===== config.mk =====
export PLATFORM = sky130hd
export DESIGN_NAME = csmul_stream
export DESIGN_NICKNAME = d
export VERILOG_FILES = /design/src/rtl/csmul_pkg.sv /design/src/rtl/csmul_addend.sv /design/src/rtl/csmul_csa.sv /design/src/rtl/csmul_lowadd.sv /design/src/rtl/csmul_stream.sv
export SDC_FILE = /design/constraint.sdc
export NUM_CORES = 1
export LEC_CHECK = 0
export ABC_AREA = 1
export BUFFER_PORTS_ARGS = -buffer_cell sky130_fd_sc_hd__buf_2
export CORE_MARGIN = 5
export CORE_UTILIZATION = 57
export DETAILED_ROUTE_END_ITERATION = 7
export PLACE_DENSITY = 0.78
export SKIP_CTS_REPAIR_TIMING = 1
export SLEW_MARGIN = 30
export SYNTH_ARGS = -nofsm -noshare
export SYNTH_HDL_FRONTEND = slang
export SYNTH_SLANG_ARGS = --single-unit

===== constraint.sdc =====
create_clock -name clk -period 2.4 [get_ports clk]
set_input_delay 0.24 -clock clk [delete_from_list [all_inputs] [get_ports clk]]
set_output_delay 0.24 -clock clk [all_outputs]
set_load 0.02 [all_outputs]

===== src/rtl/csmul_pkg.sv =====
package csmul_pkg;

    typedef enum logic [1:0] {
        STEP_IDLE  = 2'd0,
        STEP_LOAD  = 2'd1,
        STEP_DATA  = 2'd2,
        STEP_FLUSH = 2'd3
    } step_kind_e;

    function automatic int unsigned acc_width(input int unsigned kw, input int unsigned dw);
        return kw + dw + 1;
    endfunction

endpackage


===== src/rtl/csmul_addend.sv =====
// Holds K (and 3K in two-bit mode) and selects digit*K without an adder in the step path.
module csmul_addend #(
    parameter int unsigned KW      = 8,
    parameter int unsigned DIGIT_W = 1,
    localparam int unsigned AW     = KW + DIGIT_W
) (
    input  logic               clk,
    input  logic               rst_n,
    input  logic               k_load,
    input  logic [KW-1:0]      k_value,
    input  logic [DIGIT_W-1:0] digit,
    output logic [AW-1:0]      addend
);

    logic [KW-1:0] k_d, k_q;

    always_comb begin
        k_d = k_q;
        if (k_load) k_d = k_value;
    end

    always_ff @(posedge clk or negedge rst_n) begin
        if (!rst_n) k_q <= '0;
        else        k_q <= k_d;
    end

    generate
        if (DIGIT_W == 1) begin : g_one
            always_comb begin
                addend = digit[0] ? {1'b0, k_q} : '0;
            end
        end else if (DIGIT_W == 2) begin : g_two
            logic [KW+1:0] k3_d, k3_q;

            always_comb begin
                k3_d = k3_q;
                if (k_load) k3_d = {2'b00, k_value} + {1'b0, k_value, 1'b0};
            end

            always_ff @(posedge clk or negedge rst_n) begin
                if (!rst_n) k3_q <= '0;
                else        k3_q <= k3_d;
            end

            always_comb begin
                unique case (digit)
                    2'd0:    addend = '0;
                    2'd1:    addend = {2'b00, k_q};
                    2'd2:    addend = {1'b0, k_q, 1'b0};
                    default: addend = k3_q;
                endcase
            end
        end else begin : g_bad
            $error("csmul_addend: DIGIT_W must be 1 or 2");
        end
    endgenerate

endmodule


===== src/rtl/csmul_csa.sv =====
// One full-adder layer: three vectors in, sum plus shifted majority out.
// The free bit 0 of the carry output takes a one-bit carry from the previous step.
module csmul_csa #(
    parameter int unsigned W = 10
) (
    input  logic [W-1:0] a,
    input  logic [W-1:0] b,
    input  logic [W-1:0] c,
    input  logic         cin,
    output logic [W-1:0] sum,
    output logic [W-1:0] carry
);

    assign carry[0] = cin;

    for (genvar i = 0; i < W; i++) begin : g_col
        assign sum[i] = a[i] ^ b[i] ^ c[i];
        if (i < W - 1) begin : g_maj
            assign carry[i+1] = (a[i] & b[i]) | (a[i] & c[i]) | (b[i] & c[i]);
        end
    end

endmodule


===== src/rtl/csmul_lowadd.sv =====
// Digit-wide ripple adder that turns the low columns of the redundant sum into exact bits.
module csmul_lowadd #(
    parameter int unsigned DIGIT_W = 1
) (
    input  logic [DIGIT_W-1:0] a,
    input  logic [DIGIT_W-1:0] b,
    output logic [DIGIT_W-1:0] y,
    output logic               cout
);

    logic [DIGIT_W:0] c;

    assign c[0] = 1'b0;

    for (genvar i = 0; i < DIGIT_W; i++) begin : g_bit
        assign y[i]   = a[i] ^ b[i] ^ c[i];
        assign c[i+1] = (a[i] & b[i]) | (a[i] & c[i]) | (b[i] & c[i]);
    end

    assign cout = c[DIGIT_W];

endmodule


===== src/rtl/csmul_stream.sv =====
module csmul_stream #(
    parameter int unsigned KW      = 8,
    parameter int unsigned DIGIT_W = 1
) (
    input  logic               clk,
    input  logic               rst_n,
    input  logic               k_load,
    input  logic [KW-1:0]      k_value,
    input  logic               in_valid,
    input  logic [DIGIT_W-1:0] in_digit,
    input  logic               flush,
    output logic               out_valid,
    output logic [DIGIT_W-1:0] out_digit
);
    import csmul_pkg::*;

    localparam int unsigned AW = KW + DIGIT_W;
    localparam int unsigned W  = acc_width(KW, DIGIT_W);

    typedef struct packed {
        logic [W-1:0] sum;
        logic [W-1:0] car;
        logic         cin;
    } acc_t;

    acc_t                acc_d, acc_q;
    step_kind_e          kind;
    logic [DIGIT_W-1:0]  digit_eff;
    logic [AW-1:0]       addend;
    logic [W-1:0]        addend_w;
    logic [W-1:0]        csa_sum, csa_car;
    logic [DIGIT_W-1:0]  low_bits;
    logic                low_cout;

    always_comb begin
        if (k_load)        kind = STEP_LOAD;
        else if (in_valid) kind = STEP_DATA;
        else if (flush)    kind = STEP_FLUSH;
        else               kind = STEP_IDLE;
        digit_eff = (kind == STEP_DATA) ? in_digit : '0;
    end

    csmul_addend #(.KW(KW), .DIGIT_W(DIGIT_W)) u_addend (
        .clk     (clk),
        .rst_n   (rst_n),
        .k_load  (k_load),
        .k_value (k_value),
        .digit   (digit_eff),
        .addend  (addend)
    );

    assign addend_w = {{(W-AW){1'b0}}, addend};

    csmul_csa #(.W(W)) u_csa (
        .a     (acc_q.sum),
        .b     (acc_q.car),
        .c     (addend_w),
        .cin   (acc_q.cin),
        .sum   (csa_sum),
        .carry (csa_car)
    );

    csmul_lowadd #(.DIGIT_W(DIGIT_W)) u_low (
        .a    (csa_sum[DIGIT_W-1:0]),
        .b    (csa_car[DIGIT_W-1:0]),
        .y    (low_bits),
        .cout (low_cout)
    );

    always_comb begin
        acc_d     = acc_q;
        out_valid = 1'b0;
        out_digit = '0;
        unique case (kind)
            STEP_LOAD: acc_d = '0;
            STEP_DATA, STEP_FLUSH: begin
                out_valid = 1'b1;
                out_digit = low_bits;
                acc_d.sum = csa_sum >> DIGIT_W;
                acc_d.car = csa_car >> DIGIT_W;
                acc_d.cin = low_cout;
            end
            default: ;
        endcase
    end

    always_ff @(posedge clk or negedge rst_n) begin
        if (!rst_n) acc_q <= '0;
        else        acc_q <= acc_d;
    end

endmodule


# Word-level counts from Yosys, hierarchy flattened
# Index checks and enable logic that the tools add are counted.
[totals] inputBits=14 output_inout_bits=2 reg_bits=29 wordCells=83
[classes] eq_ne=3 muxes=8 reduce_logical=2 bitwise=66
[op_table] op="case mux 21 bit (2 select lines)" count=1
[op_table] op="AND 1 bit" count=26
[op_table] op="bitwise XOR 1 bit" count=19
[op_table] op="OR 1 bit" count=18
[op_table] op="2-to-1 mux 8 bit" count=1
[op_table] op="2-to-1 mux 2 bit" count=3
[op_table] op="== test 2 bit (second input constant)" count=2
[op_table] op="2-to-1 mux 1 bit" count=3
[op_table] op="AND 1 bit (second input constant)" count=2
[op_table] op="== test 2 x 1 -> 1 bit (second input constant)" count=1
[op_table] op="nonzero test 2 bit" count=1
[op_table] op="OR reduction 2 bit" count=1
[op_table] op="bitwise XOR 1 bit (second input constant)" count=1

# Longest topological paths before layout
# Gate-level depths: netlist of the first run.
[depth] depth_word=10 depth_mapped=9 mapped_depth_nobuf=7

# Hierarchy
# A second synthesis of the first run with hierarchy kept.
[unflattened] hier_cells=166 area_unflattened_um2=1512.7
[by_module_without_submodules] mod="csmul_stream" cells_per_inst=93 area_per_inst_um2=895.9 seq_area_each_um2=475.5 instances=1
[by_module_without_submodules] mod="csmul_addend" cells_per_inst=53 area_per_inst_um2=381.6 seq_area_each_um2=200.2 instances=1
[by_module_without_submodules] mod="csmul_csa" cells_per_inst=19 area_per_inst_um2=222.7 seq_area_each_um2=0.0 instances=1
[by_module_without_submodules] mod="csmul_lowadd" cells_per_inst=1 area_per_inst_um2=12.5 seq_area_each_um2=0.0 instances=1

# Least setup slack after synthesis of the first run
# OpenSTA, ideal clock, no wires.
[synth_timing] path_kind="input to output" startpoint="input port k_load" endpoint="output port out_digit" arrival_time_ns=1.838 required_time_ns=2.160 n_path_buf=2 path_slack_ns=0.322 cell_stages=9 path_cell_list="inv_1 > buf_4 > buf_4 > nand4_1 > fa_1 > inv_1 > ha_1 > inv_1 > nor3_2"
[synth_via] elab_chain_len=7 word_cells_on_any_way=9 classes_between="eq/ne (2); mux (4); bitwise (2); reduce/logical (1)"
[synth_rtl] element="from (decl)" line="csmul_stream.sv:7" rtl="input logic k_load,"
[synth_rtl] element="2-to-1 mux 2 bit *" line="csmul_stream.sv:36" rtl="if (k_load) kind = STEP_LOAD;"
[synth_rtl] element="== test 2 bit" line="csmul_stream.sv:40, csmul_stream.sv:74"
[synth_rtl] element="2-to-1 mux 1 bit" line="csmul_stream.sv:40" rtl="digit_eff = (kind == STEP_DATA) ? in_digit : '0;"
[synth_rtl] element="2-to-1 mux 8 bit" line="csmul_addend.sv:30" rtl="addend = digit[0] ? {1'b0, k_q} : '0;"
[synth_rtl] element="bitwise XOR 1 bit" line="csmul_csa.sv:17" rtl="assign sum[i] = a[i] ^ b[i] ^ c[i];"
[synth_rtl] element="bitwise XOR 1 bit" line="csmul_lowadd.sv:16" rtl="assign y[i] = a[i] ^ b[i] ^ c[i];"
[synth_rtl] element="2-to-1 mux 1 bit *" line="csmul_stream.sv:74" rtl="unique case (kind)"
[synth_rtl] element="to (decl)" line="csmul_stream.sv:13" rtl="output logic [DIGIT_W-1:0] out_digit"
# Every way passes the cells marked *; elsewhere a longest branch is shown, timed or not.

# Final worst setup path of the first run
[layout_timing] startpoint="register u_addend.k_q[0]" endpoint="output port out_digit"
[layout_via] elab_chain_len=4
[layout_rtl] element="from (decl)" line="csmul_addend.sv:15" rtl="logic [KW-1:0] k_d, k_q;"
[layout_rtl] element="from (signal assigned)" line="csmul_addend.sv:24" rtl="else k_q <= k_d;"
[layout_rtl] element="2-to-1 mux 8 bit" line="csmul_addend.sv:30"
[layout_rtl] element="bitwise XOR 1 bit" line="csmul_csa.sv:17"
[layout_rtl] element="bitwise XOR 1 bit" line="csmul_lowadd.sv:16"
[layout_rtl] element="2-to-1 mux 1 bit" line="csmul_stream.sv:74"
# Every way passes these cells.

==> flow_summary.toml, run 1 <==
[yosys]
yosys_warnings = 0
synth.distinct_cells = 18
synth_nets = 183
ys_ff_latch = 24
syn_inst = 160
syn_avg_cell_area_um2 = 8.63
synth-seq-area-share_pct = 43.5
synth_area_um2 = 1380

[setup_path]
critPathLaunchType = "flop"
worstPathRequired_ns = 2.16
crit_path_end_kind = "output port"
criticalPathCategory = "flop to output port"
r2r_cells = 6
crit_arrival_ns = 1.98
critPathMaxFanout = 2

[timing]
timing.setup.tns_ns = 0
rsz0062_at_grt = "no"
worst_slew_pin_slew_ns = 0.538
slew_headroom_pct = 64.1
hold_slack_ns = 0.118
timing.fmax_mhz = 451
maxSlewViolCount = 0
final-setup-viol-count = 0
finalCriticalPeriod_ns = 2.22
final-hold-violation-count = 0
clock-skew-final_ns = 0.00533
post-route-period-util_pct = 92.5

[route]
via_per_inst = 5.11
vias = 1017
wl_mm = 2.36
drc = 0
drt_pass1_iterations = 4
wire_per_inst_um = 11.8
drtIter0Drc = 28
ant_nets = 0

[global_routing]
antenna_found_initial = 0
grt_pass1_vias = 962
grt_overflow = 0
grt_pass1_wl_mm = 4.24
track_usage_pct = 16.1
grt_max_degree = 47

[cells_and_area]
n_antenna_cell = 0
final_cell_mix = "nand2_1, nand3_1, inv_1"
drive_above_1_share_pct = 14.6
fillCellCount = 203
final_area_um2 = 1480
area_delta_synth_final_pct = 6.89
layout_commonest_cell = "nand2_1"
finalNetCount = 195

[clock_tree]
cts_root_buf = "clkbuf_4"
clk_latency_ns = 0.31
cts.sinks = 24
path_clk_slew_ns = 0.13
cts-htree-levels = 1
cts_buffer_depth = 2
cts_tree = "built"
cts_buffers = 3

[floorplan]
start_util_pct = 61.2
io_pins = 16
fp.dieArea_um2 = 3510
rows = 17
die_w_um = 59.2
die_h_um = 59.2
coreArea_um2 = 2250

[placement]
hpwl_mm = 1.69
placed_cell_area_um2 = 1410
place.gp.congestion = 0.737
port_buffers = 15

[power_and_ir_drop]
ir_drop_v = 0.000450
clkPwrFrac_pct = 35.9
intPower_mw = 0.616
power_frac_seq_pct = 53.2
power.density_nw_per_um2 = 545
power_switching_mw = 0.188
combPwrFrac_pct = 10.8
swShare_pct = 23.4
leakagePower_nw = 0.843

[hold_path]
hp-class = "input port to flop"
hold_depth = 3

[flow_run]
maxCapViolCount = 0

[status]
outcome = "finished clean"
critical path: stages (launching register included):
cell and delay [ns]:
dfrtp_1 0.37, nand4_1 0.10, fa_1 0.49, inv_1 0.05, ha_1 0.27, inv_1 0.04, nor3_2 0.16, buf_2 0.19
Yosys cell counts:
cell type   n  share of area [%]
nand4_1     7                3.2
inv_1      31                8.4
nor2_1      2               0.54
clkbuf_1    1               0.27
nor3_2      1               0.73
buf_8       1                1.1
buf_2       2               0.73
inv_2       2               0.54
buf_6       3                2.4
nand2_1    38                 10
nand3_1    33                 12
dfrtp_1    24                 44
nor2_8      1                1.5
fa_1        7                 10
ha_1        2                1.8
nand2_4     1               0.82
o21ai_0     1               0.36
buf_4       3                1.6
worst paths after layout:
| check | startpoint | endpoint | slack [ns] |
|---|---|---|---|
| worst min-delay path | k_value[2] | u_addend.k_q[2]$_DFFE_PN0P_ | 0.12 |
| worst max-delay path | u_addend.k_q[0]$_DFFE_PN0P_ | out_digit | 0.18 |
| worst min register to register | u_addend.k_q[3]$_DFFE_PN0P_ | u_addend.k_q[3]$_DFFE_PN0P_ | 0.49 |
| max in group asynchronous | rst_n | u_addend.k_q[2]$_DFFE_PN0P_ | 1.62 |
| worst max register to register | u_addend.k_q[0]$_DFFE_PN0P_ | acc_q[0]$_DFFE_PN0P_ | 0.98 |
| min in group asynchronous | rst_n | acc_q[13]$_DFFE_PN0P_ | 0.42 |
sequential cells by signal, indices dropped and copies added, names as in the netlist:
signal	cells
u_addend.k_q	8
acc_q	16
area by class of cell:
| type | count | area (µm²) | share of cell area (%) |
|---|---|---|---|
| Clock buffer | 3 | 22.5 | 1.53 |
| Clock inverter | 1 | 30.0 | 2.04 |
| Inverter | 33 | 124 | 8.40 |
| Multi-Input combinational cell | 93 | 571 | 38.7 |
| Sequential cell | 24 | 601 | 40.7 |
| Tap cell | 28 | 35.0 | 2.37 |
| Timing Repair Buffer | 17 | 92.6 | 6.28 |
metal layers:
metal / vias to the layer above / track usage, % / wire [µm]
met2: 23 / 24.6 / 1160
met5: - / 0 / 0
met4: 0 / 4.85 / 31
met3: 4 / 2.61 / 94
met1: 476 / 23.4 / 1070
li1: 514 / - / -
power groups by stage:
stage                     combinational, mW  sequential [mW]  clock, mW
after CTS                            0.0875            0.428      0.294
after global placement               0.0829            0.435          0
final                                0.0871            0.428      0.289
after floorplan                      0.0654            0.433          0
after detailed placement             0.0871            0.436          0
after global routing                  0.101            0.430      0.326
through the flow:
| stage | power [mW] | std cells | setup WS (ns) | util [%] |
|---|---|---|---|---|
| detailed placement | 0.523 | 194 | 0.355 | 62.7 |
| finish | 0.804 | 199 | 0.181 | 65.4 |
| global route | 0.857 | 199 | 0.0575 | 65.4 |
| CTS | 0.810 | 198 | 0.179 | 65.0 |
| floorplan | 0.499 | 160 | 0.322 | - |
| global placement | 0.518 | 194 | 0.403 | 62.7 |
cells by family (layout without fill, tap and decap cells):
logic type	after synthesis	in the layout	synth area share, %
adder cells (fa/ha/maj)	9	9	12.0
flip-flops	24	24	43.5
buffers and inverters	43	54	15.1
AND/OR/NAND/NOR	83	83	29.0
AO/OA/AOI/OAI	1	1	0.362
No activity file was read; power rests on OpenSTA's default activity.
==> run 2, diff against run 1 <==
CORE_ASPECT_RATIO = 1.1   (was default)
==> run 2 against run 1 <==
  * Power increased by 0.57%
  * Non-clock buffer count unchanged
  * Critical path depth unchanged
  * Critical path type unchanged
  * Cell count increased by 1.0%
  * Sequential power about the same
  * Register-to-register slack about the same
==> flow_summary.toml, run 2 (same netlist as run 1, synthesis figures left out) <==
[global_routing]
grt_max_degree = 47
grt_overflow = 0
antenna_found_initial = 0
track_usage_pct = 16.2
grt_pass1_vias = 1035
grt_pass1_wl_mm = 4.42

[clock_tree]
cts_buffers = 3
cts_buffer_depth = 2
clk_latency_ns = 0.32
cts.sinks = 24
cts_tree = "built"
cts-htree-levels = 1
path_clk_slew_ns = 0.14
cts_root_buf = "clkbuf_4"

[setup_path]
crit_path_end_kind = "output port"
path_common_cell = "inv_1"
critical_path.max_stage_delay_ns = 0.50
crit_family = "adder cells"
critPathMaxFanout = 2
crit_slowest_cell = "fa_1"
critPathLaunchType = "flop"
worstPathRequired_ns = 2.16
crit_chain = "nand4_1 -> fa_1 -> inv_1 -> ha_1 -> inv_1 -> nor3_2 -> buf_2"
criticalPathCategory = "flop to output port"
cp.buffers_inverters = 3
crit_arrival_ns = 1.96

[route]
via_per_inst = 5.07
drt_pass1_iterations = 4
drc = 0
ant_nets = 0
drtIter0Drc = 24
vias = 1019
wl_mm = 2.44
wire_per_inst_um = 12.2

[floorplan]
start_util_pct = 60.7
coreArea_um2 = 2270
die_h_um = 61.6
io_pins = 16
die_w_um = 56.9
fp.dieArea_um2 = 3510
rows = 18

[power_and_ir_drop]
ir_drop_v = 0.000521
power.density_nw_per_um2 = 547
leakagePower_nw = 0.843
power_mw = 0.809

[cells_and_area]
top_regs = "acc_q: 16 flops, u_addend.k_q: 8 flops"
finalNetCount = 195
top_register = "acc_q"
layout_commonest_cell = "nand2_1"
n_antenna_cell = 0
drive_above_1_share_pct = 14.6
largest_register_ffs = 16
final_cell_mix = "nand2_1, nand3_1, inv_1"
area_delta_synth_final_pct = 7.07

[hold_path]
hp-class = "input port to flop"

[placement]
place.gp.congestion = 0.820
port_buffers = 15
hpwl_mm = 1.73

[timing]
clock-skew-final_ns = 0.0118
post-route-period-util_pct = 91.8
maxSlewViolCount = 0
rsz0062_at_grt = "no"
finalCriticalPeriod_ns = 2.20
timing.fmax_mhz = 454
slew_headroom_pct = 63.7
final-hold-violation-count = 0
timing.setup.tns_ns = 0
worst_slew_pin_slew_ns = 0.545
final-setup-viol-count = 0

[flow_run]
maxCapViolCount = 0

[status]
outcome = "finished clean"
run 2: cell counts in the layout (fill, tap and decap cells not counted):
Identical to the previous run, type by type.
run 2: stage by stage:
| step | area, µm² | worst slack, ns | hold WS [ns] | std cells | util [%] |
|---|---|---|---|---|---|
| detailed placement | 1420 | 0.372 | 0.254 | 196 | 62.2 |
| CTS | 1470 | 0.186 | -0.103 | 200 | 64.5 |
| global route | 1480 | 0.0911 | 0.105 | 201 | 65.0 |
| global placement | 1420 | 0.392 | 0.246 | 196 | 62.2 |
| finish | 1480 | 0.197 | 0.115 | 201 | 65.0 |
| floorplan | 1380 | 0.322 | -0.0556 | 160 | - |
run 2: worst paths after layout:
| kind | end | cells after the start | start | slack, ns |
|---|---|---|---|---|
| max | out_digit | 7 | u_addend.k_q[0]$_DFFE_PN0P_ | 0.20 |
| min | u_addend.k_q[5]$_DFFE_PN0P_ | 3 | k_value[5] | 0.11 |
| max reg2reg | acc_q[0]$_DFFE_PN0P_ | 6 | u_addend.k_q[0]$_DFFE_PN0P_ | 0.99 |
| min reg2reg | u_addend.k_q[0]$_DFFE_PN0P_ | 2 | u_addend.k_q[0]$_DFFE_PN0P_ | 0.49 |
| max in group asynchronous | acc_q[1]$_DFFE_PN0P_ | 2 | rst_n | 1.62 |
| min in group asynchronous | acc_q[4]$_DFFE_PN0P_ | 2 | rst_n | 0.41 |
run 2: cell type report:
type | instances | area [µm²]
Clock inverter | 1 | 30.0
Timing Repair Buffer | 17 | 92.6
Clock buffer | 3 | 22.5
Tap cell | 30 | 37.5
Fill cell | 186 | 797
Multi-Input combinational cell | 93 | 571
Inverter | 33 | 124
Sequential cell | 24 | 601
run 2: power breakdown:
| part | internal [mW] | switching, mW |
|---|---|---|
| combinational | 0.0269 | 0.0603 |
| sequential | 0.420 | 0.00838 |
| clock | 0.169 | 0.124 |
| total | 0.616 | 0.193 |
run 2: layer usage:
layer / GRT usage (%) / vias to the layer above / part of all wire (%)
li1: - / 510 / -
met1: 20.7 / 483 / 48
met2: 28.9 / 20 / 48
met3: 2.10 / 6 / 2.9
met4: 5.30 / 0 / 1.7
met5: 0 / - / 0
run 2: tightest hold or removal path: stages:
cell and delay [ns]:
buf_2 0.08, nand2_1 0.05, nand2_1 0.05
==> run 3, diff against run 2 <==
ABC_AREA = 0   (was 1)
CORE_MARGIN = 3   (was 5)
CORE_UTILIZATION = 40   (was 57)
PLACE_DENSITY = default   (was 0.78)
==> run 3 against run 2 <==
  * Fmax increased by 2.3%
  * Die area increased by 12%
  * Cell count decreased by 20%
  * Critical endpoint unchanged
==> flow_summary.toml, run 3 <==
[power_and_ir_drop]
power_mw = 0.827
clkPwrFrac_pct = 35.2
swShare_pct = 23.0
power_frac_seq_pct = 52.8
combPwrFrac_pct = 12.0
intPower_mw = 0.637
power.density_nw_per_um2 = 571
leakagePower_nw = 0.585
power_switching_mw = 0.190
ir_drop_v = 0.000420

[cells_and_area]
drive_above_1_share_pct = 25.0
layout_commonest_cell = "dfrtp_1"
largest_register_ffs = 16
top_register = "acc_q"
area_delta_synth_final_pct = 12.9
fin_util_pct = 49.9
finalNonFillerCells = 161
finalNetCount = 152
final_area_um2 = 1450
multiInputGateArea_um2 = 582
n_antenna_cell = 0
seq_area_um2 = 601
top_regs = "acc_q: 16 flops, u_addend.k_q: 8 flops"
fillCellCount = 258
final_cell_mix = "dfrtp_1, inv_1, buf_2"

[global_routing]
antenna_found_initial = 0
grt_overflow = 0
grtUsageMet1_pct = 20.7
grt_use_met2_pct = 20.7
grtUsageMet3_pct = 4.52
top_usage_layer = "met1"
track_usage_pct = 14.6
grt_max_degree = 36
grt_pass1_vias = 921
grt_pass1_wl_mm = 4.28

[placement]
port_buffers = 15
hpwl_mm = 1.56
dp_slack_ns = 0.360
dp.cells = 156
placed_cell_area_um2 = 1390
place.gp.congestion = 0.701

[clock_tree]
cts_buffer_depth = 2
cts.sinks = 24
cts_root_buf = "clkbuf_4"
cts_tree = "built"
clk_latency_ns = 0.32
path_clk_slew_ns = 0.13
cts-htree-levels = 1
cts_buffers = 3

[yosys]
synth-seq-area-share_pct = 46.8
synth_top_cell_area_share_pct = 46.8
synth.distinct_cells = 21
syn_inst = 113
synth_nets = 136
synth_ff_type = "dfrtp_1"
synthArstFlopShare_pct = 100
synth_area_leader_cell = "dfrtp_1"
synthTopCellsByArea = "dfrtp_1, fa_1, or4b_1"
ys_ff_latch = 24
synth_commonest_cells = "dfrtp_1, inv_1, o31ai_1, or4b_1, mux2_2"
syn_avg_cell_area_um2 = 11.3
synth_area_um2 = 1280
synth_edf_count = 0
yosysMostFrequentCell = "dfrtp_1"
yosys_warnings = 0

[timing]
final-setup-viol-count = 0
slew_headroom_pct = 63.5
clock-skew-final_ns = 0.00433
maxSlewViolCount = 0
finalCriticalPeriod_ns = 2.15
timing.setup.tns_ns = 0
fin_ws_ns = 0.247
timing.fmax_mhz = 464
worst_slew_pin_slew_ns = 0.548
final-hold-violation-count = 0
post-route-period-util_pct = 89.7
rsz0062_at_grt = "no"
hold_slack_ns = 0.139

[floorplan]
rows = 20
fp.dieArea_um2 = 3920
die_h_um = 65.4
start_util_pct = 44.2
coreArea_um2 = 2900
io_pins = 16
die_w_um = 60.0

[route]
drc = 0
ant_nets = 0
wire_per_inst_um = 14.8
vias = 877
drtIter0Drc = 42
wl_mm = 2.38
via_per_inst = 5.45
drt_pass1_iterations = 4

[setup_path]
crit_arrival_ns = 1.91
crit_path_end_kind = "output port"
critPathLaunchType = "flop"
critPathMaxFanout = 2
worstPathRequired_ns = 2.16
criticalPathCategory = "flop to output port"

[flow_run]
maxCapViolCount = 0

[hold_path]
hp-class = "input port to flop"

[status]
outcome = "finished clean"
==> run 3: cell types whose count changed after synthesis, sizes merged, moves of 7 or more <==
cell   before  now
o31ai       0    9
or4b        0    9
nand2      39    7
nand4       7    0
mux2        0    8
nand3      33    0
inv        33   15
==> run 3: worst paths after layout <==
kind / from / endpoint / slack [ns] / cells past startpoint
setup / recovery: acc_q[1]$_DFFE_PN0P_ / out_digit / 0.25 / 6
hold / removal: k_value[6] / u_addend.k_q[6]$_DFFE_PN0P_ / 0.14 / 2
setup reg to reg: acc_q[1]$_DFFE_PN0P_ / acc_q[0]$_DFFE_PN0P_ / 0.95 / 6
hold reg to reg: u_addend.k_q[7]$_DFFE_PN0P_ / u_addend.k_q[7]$_DFFE_PN0P_ / 0.52 / 1
max in group asynchronous: rst_n / acc_q[8]$_DFFE_PN0P_ / 1.62 / 2
min in group asynchronous: rst_n / acc_q[6]$_DFFE_PN0P_ / 0.42 / 2
==> run 3: routing by layer <==
layer | vias up | wire length [µm]
li1 | 417 | -
met3 | 4 | 128
met1 | 440 | 1160
met2 | 16 | 1050
met4 | 0 | 45
met5 | - | 0
==> run 3: cell type report <==
type | instances | share of cell area (%)
flip-flops and latches | 24 | 41.5
multi-input cells | 65 | 40.2
repair buffers | 20 | 7.95
inverters | 15 | 3.89
well taps | 33 | 2.85
clock inverters | 1 | 2.07
clock buffers | 3 | 1.56
==> run 3: worst max-delay path, stage by stage (launching register included) <==
cell	delay, ns
dfrtp_1	0.37
inv_1	0.06
fa_1	0.53
inv_1	0.04
ha_1	0.26
nor3b_1	0.16
buf_2	0.19
==> run 3: logic make-up (layout without fill, tap and decap cells) <==
logic type      count (synthesis)  after routing  share of synthesized area (%)
flops                          24             24                           46.8
simple gates                   29             29                           15.5
mux                             8              8                           7.02
compound gates                 19             19                           9.95
fa+ha+maj                       9              9                           12.9
buf+inv                        24             39                           7.80
==> run 3: power groups by stage <==
stage               sequential, mW  combinational [mW]  clock, mW
floorplan                    0.441              0.0638          0
global placement             0.444              0.0983          0
detailed placement           0.444               0.100          0
CTS                          0.437               0.100      0.306
global route                 0.440               0.115      0.325
finish                       0.437              0.0990      0.291
